**config.mk**
```make
export PLATFORM = sky130hd
export DESIGN_NAME = cyc_timer
export DESIGN_NICKNAME = d
export VERILOG_FILES = /design/src/rtl/cyc_timer_pkg.sv /design/src/rtl/cyc_timer_sync.sv /design/src/rtl/cyc_timer_phase.sv /design/src/rtl/cyc_timer_edge.sv /design/src/rtl/cyc_timer_core.sv /design/src/rtl/cyc_timer.sv
export SDC_FILE = /design/constraint.sdc
export NUM_CORES = 1
export LEC_CHECK = 0
export BUFFER_PORTS_ARGS = -buffer_cell sky130_fd_sc_hd__buf_2
export CORE_UTILIZATION = 55
export DETAILED_ROUTE_END_ITERATION = 10
export PLACE_DENSITY = 0.73
export SLEW_MARGIN = 20
export SYNTH_ARGS = -nofsm -noshare
export SYNTH_HDL_FRONTEND = slang
export SYNTH_SLANG_ARGS = --single-unit
```
**constraint.sdc**
```tcl
create_clock -name clk -period 2.7 [get_ports clk]
set_clock_uncertainty 0.15 [all_clocks]
set_input_delay 0.135 -clock clk [delete_from_list [all_inputs] [get_ports clk]]
set_output_delay 0.135 -clock clk [all_outputs]
set_load 0.02 [all_outputs]
```
**src/rtl/cyc_timer_pkg.sv**
```systemverilog
package cyc_timer_pkg;

   localparam int REG_ADDR_W = 2;

   localparam logic [REG_ADDR_W-1:0] REG_LO   = 2'd0;
   localparam logic [REG_ADDR_W-1:0] REG_HI   = 2'd1;
   localparam logic [REG_ADDR_W-1:0] REG_MODE = 2'd2;
   localparam logic [REG_ADDR_W-1:0] REG_CTRL = 2'd3;

   // control register bits
   localparam int CTL_RUN  = 0;
   localparam int CTL_FLAG = 1;
   // mode register bits
   localparam int MD_EVT   = 2;
   localparam int MD_GATE  = 3;

   typedef enum logic [1:0] {
      MODE_13  = 2'b00,
      MODE_16  = 2'b01,
      MODE_RLD = 2'b10,
      MODE_OFF = 2'b11
   } tmode_e;

endpackage

```
**src/rtl/cyc_timer_sync.sv**
```systemverilog
module cyc_timer_sync #(
   parameter int STAGES = 2
) (
   input  logic clk,
   input  logic rst_n,
   input  logic din,
   output logic dout
);

   logic [STAGES-1:0] sh;

   for (genvar i = 0; i < STAGES; i++) begin : g_stage
      if (i == 0) begin : g_first
         always_ff @(posedge clk or negedge rst_n) begin
            if (!rst_n) sh[0] <= 1'b0;
            else        sh[0] <= din;
         end
      end else begin : g_next
         always_ff @(posedge clk or negedge rst_n) begin
            if (!rst_n) sh[i] <= 1'b0;
            else        sh[i] <= sh[i-1];
         end
      end
   end

   assign dout = sh[STAGES-1];

endmodule

```
**src/rtl/cyc_timer_phase.sv**
```systemverilog
module cyc_timer_phase #(
   parameter int DIV          = 12,
   parameter int SAMPLE_PHASE = 5
) (
   input  logic clk,
   input  logic rst_n,
   output logic tick,
   output logic samp
);

   localparam int PH_W = $clog2(DIV);
   localparam logic [PH_W-1:0] PH_LAST = PH_W'(DIV - 1);
   localparam logic [PH_W-1:0] PH_SMP  = PH_W'(SAMPLE_PHASE);

   logic [PH_W-1:0] ph;

   always_ff @(posedge clk or negedge rst_n) begin
      if (!rst_n)            ph <= '0;
      else if (ph == PH_LAST) ph <= '0;
      else                   ph <= ph + 1'b1;
   end

   assign tick = (ph == PH_LAST);
   assign samp = (ph == PH_SMP);

endmodule

```
**src/rtl/cyc_timer_edge.sv**
```systemverilog
module cyc_timer_edge (
   input  logic clk,
   input  logic rst_n,
   input  logic pin_s,
   input  logic samp,
   input  logic tick,
   output logic hit
);

   logic smp_q;
   logic hit_q;

   // sample once per machine cycle; a high-then-low pair arms the hit,
   // which the cycle-ending tick consumes whether or not it counts
   always_ff @(posedge clk or negedge rst_n) begin
      if (!rst_n) begin
         smp_q <= 1'b0;
         hit_q <= 1'b0;
      end else if (samp) begin
         smp_q <= pin_s;
         if (smp_q && !pin_s) hit_q <= 1'b1;
      end else if (tick) begin
         hit_q <= 1'b0;
      end
   end

   assign hit = hit_q;

endmodule

```
**src/rtl/cyc_timer_core.sv**
```systemverilog
module cyc_timer_core
   import cyc_timer_pkg::*;
#(
   parameter int BYTE_W  = 8,
   parameter int PRESC_W = 5
) (
   input  logic              clk,
   input  logic              rst_n,
   input  logic              step,
   input  tmode_e            mode,
   input  logic              wr_lo,
   input  logic              wr_hi,
   input  logic [BYTE_W-1:0] wr_data,
   output logic [BYTE_W-1:0] cnt_lo,
   output logic [BYTE_W-1:0] cnt_hi,
   output logic              ovf_pulse
);

   localparam int FULL_W = 2 * BYTE_W;

   logic [BYTE_W-1:0]  nxt_lo;
   logic [BYTE_W-1:0]  nxt_hi;
   logic [PRESC_W-1:0] pre_inc;
   logic [FULL_W-1:0]  full_inc;
   logic               wrap;
   logic               sw_wr;

   assign pre_inc  = cnt_lo[PRESC_W-1:0] + PRESC_W'(1);
   assign full_inc = {cnt_hi, cnt_lo} + FULL_W'(1);
   assign sw_wr    = wr_lo | wr_hi;

   always_comb begin
      nxt_lo = cnt_lo;
      nxt_hi = cnt_hi;
      wrap   = 1'b0;
      unique case (mode)
         MODE_13: begin
            nxt_lo = {cnt_lo[BYTE_W-1:PRESC_W], pre_inc};
            if (&cnt_lo[PRESC_W-1:0]) begin
               nxt_hi = cnt_hi + 1'b1;
               wrap   = &cnt_hi;
            end
         end
         MODE_16: begin
            {nxt_hi, nxt_lo} = full_inc;
            wrap             = &{cnt_hi, cnt_lo};
         end
         MODE_RLD: begin
            if (&cnt_lo) begin
               nxt_lo = cnt_hi;
               wrap   = 1'b1;
            end else begin
               nxt_lo = cnt_lo + 1'b1;
            end
         end
         default: begin
            nxt_lo = cnt_lo;
         end
      endcase
   end

   always_ff @(posedge clk or negedge rst_n) begin
      if (!rst_n) begin
         cnt_lo <= '0;
         cnt_hi <= '0;
      end else if (sw_wr) begin
         if (wr_lo) cnt_lo <= wr_data;
         if (wr_hi) cnt_hi <= wr_data;
      end else if (step) begin
         cnt_lo <= nxt_lo;
         cnt_hi <= nxt_hi;
      end
   end

   assign ovf_pulse = step & ~sw_wr & wrap;

endmodule

```
**src/rtl/cyc_timer.sv**
```systemverilog
module cyc_timer
   import cyc_timer_pkg::*;
#(
   parameter int CLK_DIV      = 12,
   parameter int SAMPLE_PHASE = 5,
   parameter int SYNC_STAGES  = 2,
   parameter int BYTE_W       = 8,
   parameter int PRESC_W      = 5
) (
   input  logic                  clk,
   input  logic                  rst_n,
   input  logic                  wr_en,
   input  logic [REG_ADDR_W-1:0] addr,
   input  logic [BYTE_W-1:0]     wr_data,
   output logic [BYTE_W-1:0]     rd_data,
   input  logic                  evt_pin,
   input  logic                  gate_pin,
   output logic                  ovf_irq
);

   if (CLK_DIV < 2) begin : g_bad_div
      $error("cyc_timer: CLK_DIV must be at least 2");
   end
   if (SAMPLE_PHASE < 0 || SAMPLE_PHASE >= CLK_DIV - 1) begin : g_bad_phase
      $error("cyc_timer: SAMPLE_PHASE must lie before the last phase");
   end
   if (SYNC_STAGES < 2) begin : g_bad_sync
      $error("cyc_timer: SYNC_STAGES must be at least 2");
   end
   if (BYTE_W < 4 || PRESC_W < 1 || PRESC_W >= BYTE_W) begin : g_bad_width
      $error("cyc_timer: need BYTE_W >= 4 and 0 < PRESC_W < BYTE_W");
   end

   logic        tick;
   logic        samp;
   logic        evt_s;
   logic        gate_s;
   logic        edge_hit;
   logic        step;
   logic        ovf_pulse;
   logic        wr_lo;
   logic        wr_hi;
   logic        wr_mode;
   logic        wr_ctrl;
   logic        run_q;
   logic        flag_q;
   logic        evt_sel_q;
   logic        gate_q;
   tmode_e      mode_q;
   logic [BYTE_W-1:0] cnt_lo;
   logic [BYTE_W-1:0] cnt_hi;

   assign wr_lo   = wr_en && (addr == REG_LO);
   assign wr_hi   = wr_en && (addr == REG_HI);
   assign wr_mode = wr_en && (addr == REG_MODE);
   assign wr_ctrl = wr_en && (addr == REG_CTRL);

   cyc_timer_phase #(
      .DIV          (CLK_DIV),
      .SAMPLE_PHASE (SAMPLE_PHASE)
   ) u_phase (
      .clk   (clk),
      .rst_n (rst_n),
      .tick  (tick),
      .samp  (samp)
   );

   cyc_timer_sync #(.STAGES(SYNC_STAGES)) u_sync_evt (
      .clk   (clk),
      .rst_n (rst_n),
      .din   (evt_pin),
      .dout  (evt_s)
   );

   cyc_timer_sync #(.STAGES(SYNC_STAGES)) u_sync_gate (
      .clk   (clk),
      .rst_n (rst_n),
      .din   (gate_pin),
      .dout  (gate_s)
   );

   cyc_timer_edge u_edge (
      .clk   (clk),
      .rst_n (rst_n),
      .pin_s (evt_s),
      .samp  (samp),
      .tick  (tick),
      .hit   (edge_hit)
   );

   assign step = tick & run_q & (~gate_q | gate_s) & (evt_sel_q ? edge_hit : 1'b1);

   cyc_timer_core #(
      .BYTE_W  (BYTE_W),
      .PRESC_W (PRESC_W)
   ) u_core (
      .clk       (clk),
      .rst_n     (rst_n),
      .step      (step),
      .mode      (mode_q),
      .wr_lo     (wr_lo),
      .wr_hi     (wr_hi),
      .wr_data   (wr_data),
      .cnt_lo    (cnt_lo),
      .cnt_hi    (cnt_hi),
      .ovf_pulse (ovf_pulse)
   );

   always_ff @(posedge clk or negedge rst_n) begin
      if (!rst_n) begin
         mode_q    <= MODE_13;
         evt_sel_q <= 1'b0;
         gate_q    <= 1'b0;
      end else if (wr_mode) begin
         mode_q    <= tmode_e'(wr_data[1:0]);
         evt_sel_q <= wr_data[MD_EVT];
         gate_q    <= wr_data[MD_GATE];
      end
   end

   always_ff @(posedge clk or negedge rst_n) begin
      if (!rst_n) begin
         run_q  <= 1'b0;
         flag_q <= 1'b0;
      end else begin
         if (wr_ctrl) run_q <= wr_data[CTL_RUN];
         if (ovf_pulse)    flag_q <= 1'b1;
         else if (wr_ctrl) flag_q <= wr_data[CTL_FLAG];
      end
   end

   always_comb begin
      unique case (addr)
         REG_LO:   rd_data = cnt_lo;
         REG_HI:   rd_data = cnt_hi;
         REG_MODE: rd_data = BYTE_W'({gate_q, evt_sel_q, mode_q});
         default:  rd_data = BYTE_W'({flag_q, run_q});
      endcase
   end

   assign ovf_irq = flag_q;

endmodule

```
# Word level (Yosys, flattened, before mapping)
# Cells that the tools add are included.
# totals
register_bits	32
inputBits	15
out_inout_bits	9
elab_cells	84
# op_classes
n_addsub	5
n_eq_ne	12
muxes	21
bitwise_logic	9
reduce_logical	22
# ops
operator	n
8-bit 2-to-1 mux	8
8-bit one-hot mux with 3 select lines	2
16-bit by 1-bit adder with 16-bit output (second input constant)	1
8-bit by 1-bit adder with 8-bit output (second input constant)	2
8-bit one-hot mux with 2 select lines	1
16-bit AND reduction	1
8-bit AND reduction	2
1-bit 2-to-1 mux	8
2-bit by 1-bit != test with 1-bit output (second input constant)	4
4-bit AND reduction	2
2-bit == test (second input constant)	3
2-bit nonzero test	3
3-bit nonzero test	2
5-bit by 1-bit adder with 5-bit output (second input constant)	1
1-bit AND	5
1-bit logical AND	5
5-bit AND reduction	1
4-bit by 1-bit adder with 4-bit output (second input constant)	1
2-bit by 1-bit == test with 1-bit output (second input constant)	2
4-bit by 3-bit == test with 1-bit output (second input constant)	1
4-bit == test (second input constant)	1
2-bit logical NOT	2
4-bit 2-to-1 mux	1
4-bit nonzero test	1
7 further kinds	9

# Logic depth before layout (Yosys ltp)
# logic_depth
word_depth	7
depth_mapped	8
ltp_nobuf	7

# Cells and area by module
# Synthesis repeated with hierarchy kept, for this count alone.
# unflattened
cells_unflattened	236
area_unflattened_um2	2229.6
# modules_own_cells
mod	instances	cells_each	area_each_um2	seq_area_each_um2
cyc_timer_core	1	168	1377.6	400.4
cyc_timer	1	39	457.9	150.1
cyc_timer_phase	1	18	206.4	100.1
cyc_timer_sync	2	2	50.0	50.0
cyc_timer_edge	1	7	87.6	50.0

# Worst setup path after synthesis
# OpenSTA, ideal clock, no wires.
# synth_timing
path_kind	reg2reg
startpoint	register u_core.cnt_lo[0]
endpoint	register u_core.cnt_hi[3]
setup_ns	0.121
arrival_ns	1.815
required_time_ns	2.429
setup_slack_ns	0.613
path_stages_with_launch	9
path_buffers	1
period_less_slack_ns	2.087
cell_sequence	dfrtp_1 -> ha_1 -> and3_1 -> ha_1 -> mux2i_1 -> o21a_1 -> buf_2 -> a21oi_1 -> o22a_1
# synth_between
elab_chain_cells	4
elab_cells_between_ends	7
cone_classes	add/sub (1); eq/ne (1); mux (3); reduce/logical (2)
# synth_lines
element	line	rtl
start, declared	cyc_timer_core.sv:14	output logic [BYTE_W-1:0] cnt_lo,
start signal, assigned	cyc_timer_core.sv:67	if (wr_lo) cnt_lo <= wr_data;
start signal, assigned	cyc_timer_core.sv:70	cnt_lo <= nxt_lo;
16-bit by 1-bit adder with 16-bit output	cyc_timer_core.sv:29	assign full_inc = {cnt_hi, cnt_lo} + FULL_W'(1);
8-bit one-hot mux with 2 select lines	cyc_timer_core.sv:36	unique case (mode)
8-bit 2-to-1 mux	cyc_timer_core.sv:69	end else if (step) begin
8-bit 2-to-1 mux	cyc_timer_core.sv:66	end else if (sw_wr) begin
end signal, assigned	cyc_timer_core.sv:68	if (wr_hi) cnt_hi <= wr_data;
end signal, assigned	cyc_timer_core.sv:71	cnt_hi <= nxt_hi;
end, declared	cyc_timer_core.sv:15	output logic [BYTE_W-1:0] cnt_hi,
# Parallel ways exist; a longest one is shown, timed or not. The select of a mux whose other input is x is not followed.
# A chain may end at the register's enable or synchronous reset.

# Final worst setup path
# layout_timing
startpoint	register u_core.cnt_lo[0]
endpoint	register u_core.cnt_hi[0]
# The elaborated chain is that of the path after synthesis.

==> flow_metrics.py <==
metrics = {
    "yosys": {
        "syn-num-nets": 263,
        "synth.area.top_cells": "dfrtp_1 (37%), ha_1 (5.2%), nor2_1 (4.1%)",
        "yosys.cell_count.top_type": "dfrtp_1",
        "synth_async_sr_flop_share_pct": 100,
        "synth_area_um2": 2180,
        "synth_edf_count": 0,
        "netlist_instances": 239,
        "ys_warn_count": 0,
        "ys.flop_type": "dfrtp_1",
        "yosysTopAreaCellShare_pct": 36.7,
        "synth-seq-cells": 32,
        "ys_types": 56,
        "yosys-top-cells-count": "dfrtp_1 (32), nor2_1 (24), nand2_1 (18)",
        "yosys.area.top_type": "dfrtp_1",
        "synth_area_per_cell_um2": 9.12,
        "ys_seq_area_share_pct": 36.7,
    },
    "global_routing": {
        "grt_pass1_wl_um": 9380,
        "grt_max_degree": 33,
        "grtUsageMet1_pct": 42.5,
        "grt_use_total_pct": 30.1,
        "use_met2_pct": 46.1,
        "antenna_found_initial": 0,
        "met3_usage_pct": 5.63,
        "grt_busiest_layer": "met2",
        "overflow": 0,
        "grt_pass1_vias": 1860,
    },
    "sta": {
        "maxSlewViolCount": 0,
        "slew_headroom_pct": 50.5,
        "final_hold_viol_count": 1,
        "min_period_over_period_pct": 84.8,
        "fin_tns_setup_ns": 0,
        "grt_setup_unrepaired": "no",
        "setup_viol": 0,
        "max_freq_mhz": 437,
        "fin_crit_ns": 2.29,
        "hold_slack_ns": -0.00198,
        "worst_pin_slew_ns": 0.743,
        "worst_slack_ns": 0.410,
    },
    "finish": {
        "multiInputGateArea_um2": 1270,
        "fill_cells": 333,
        "fin_util_pct": 65.7,
        "seq_area_um2": 801,
        "final_area_um2": 2460,
        "syn2layout_area_growth_pct": 12.9,
        "drive_above_1_share_pct": 18.6,
        "finalNetCount": 287,
        "diodes": 0,
    },
    "clock_tree": {
        "clockRootBuffer": "clkbuf_8",
        "cts-buffers-inserted": 5,
        "cts_tree": "done",
        "clkSinkCount": 32,
        "clock_latency_ns": 0.29,
        "clk_pin_slew_worst_paths_ns": 0.07,
        "cts_max_level": 2,
        "cts.repair.resized": 0,
        "cts_buffer_depth": 2,
    },
    "critical_path": {
        "crit_end": "u_core.cnt_hi[0]",
        "crit_start": "u_core.cnt_lo[0]",
        "r2r_end": "u_core.cnt_hi[0]",
        "cp.required_ns": 2.73,
        "worstPathMaxFanout": 9,
        "critPathKind": "flip-flop to flip-flop",
        "crit_path_end_kind": "flip-flop",
        "reg2regPathDepth": 7,
        "r2r_slack_ns": 0.41,
        "critPathArrivalTime_ns": 2.32,
        "r2r-start": "u_core.cnt_lo[0]",
        "start_kind": "flip-flop",
    },
    "routing": {
        "postRouteAntennaNets": 0,
        "drt-initial-drc-count": 221,
        "num_vias": 1917,
        "drt-total-wl_um": 5460,
        "drc": 0,
        "routedWlPerCell_um": 17.5,
        "first_pass_iters": 4,
        "viasPerCell": 6.14,
    },
    "pwr": {
        "max-vdd-ir-drop_uv": 473,
        "power.density_nw_per_um2": 722,
        "p_leak_nw": 1.03,
    },
    "die": {
        "start_util_pct": 58.2,
        "die_x_um": 65.0,
        "coreArea_um2": 3740,
        "io_pins": 24,
        "num_rows": 22,
        "fp.dieH_um": 65.0,
        "dieArea_um2": 4220,
    },
    "place": {
        "pre_cts_slack_ns": 0.447,
        "dp_hpwl_um": 3910,
        "io_buffers": 23,
        "place.gp.congestion": 0.856,
        "place_area_um2": 2310,
    },
    "outcome": {
        "violations": "hold timing",
        "status": "finished, violations left",
    },
    "worst_hold_path": {
        "hp-class": "primary input to flip-flop",
    },
    "flow_run": {
        "timing.max_cap.violations": 0,
    },
}
[metal layers]
metal	vias up	part of all wire (%)
met1	901	48
met4	0	1.2
met3	7	6.2
met2	66	45
li1	943	-
met5	-	0
[worst max-delay path, cell delays in order (launching register included)]
cell and delay (ns):
dfrtp_1 0.44, ha_1 0.30, and3_1 0.21, ha_1 0.20
mux2i_1 0.26, o21a_1 0.34, nor2_1 0.08, o22a_1 0.19
[per-stage QoR]
stage / power (mW) / cells
2_1_floorplan: 1.20 / 239
3_3_place_gp: 1.36 / 298
3_5_place_dp: 1.37 / 298
4_1_cts: 1.78 / 312
5_1_grt: 1.90 / 312
6_report: 1.78 / 312
[area by class of cell]
class	instances	share of cell area, %
inverters	10	1.53
well taps	48	2.44
repair buffers	32	8.03
multi-input cells	182	51.7
flip-flops and latches	32	32.5
clock inverters	1	0.305
clock buffers	7	3.51
[cell usage in the layout (no fill, tap or decap), types with 3 or more instances in the layout]
cell type,instances
o22ai_1,3
o31ai_1,4
a221oi_1,3
a211oi_1,4
dlygate4sd3_1,6
dfrtp_1,32
o21ai_0,12
buf_4,3
inv_1,10
clkbuf_8,6
ha_1,9
mux2i_1,8
nand2b_1,8
nor2_1,24
o22a_1,4
buf_2,23
nand3_1,12
nor2b_1,3
and3_1,5
mux2_2,6
a41oi_1,3
nor3_1,6
a21oi_1,9
nand2_1,18
nand4_1,4
a31oi_1,3
[cell families (layout without fill, tap and decap cells)]
family	Yosys count	in the layout	synth area share, %
AOI/OAI and AO/OA	65	65	21.8
adders and majority gates	9	9	5.17
buffers and inverters	25	50	4.94
muxes	16	16	8.84
DFF	32	32	36.7
xor gates and xnor gates	1	1	0.402
and+or+nand+nor	91	91	22.2
[sequential cells by signal (all words and copies together) (netlist names), 2 cells and up]
| signal | cells |
|---|---|
| mode_q | 2 |
| u_core.cnt_hi | 8 |
| u_core.cnt_lo | 8 |
| u_phase.ph | 4 |
[worst min-delay path by stage]
stage,start,endpoint,depth (start not counted)
floorplan,rst_n,evt_sel_q,0
global placement,rst_n,u_phase.ph[0],1
detailed placement,rst_n,u_phase.ph[0],1
CTS,wr_data[1],ovf_irq,3
global route,wr_data[1],mode_q[1],2
finish,wr_data[1],ovf_irq,3
[repair_timing]
action                    CTS  global route
setup buffers               0             0
hold buffers                6             0
hold endpoints to repair   38             0
[report_power, final]
part | internal [mW] | switching [mW] | leakage [nW]
combinational | 0.267 | 0.336 | 0.593
clock | 0.207 | 0.194 | 0.0445
sequential | 0.580 | 0.193 | 0.388
total | 1.05 | 0.723 | 1.03
Power figures use the tool's default switching activity.
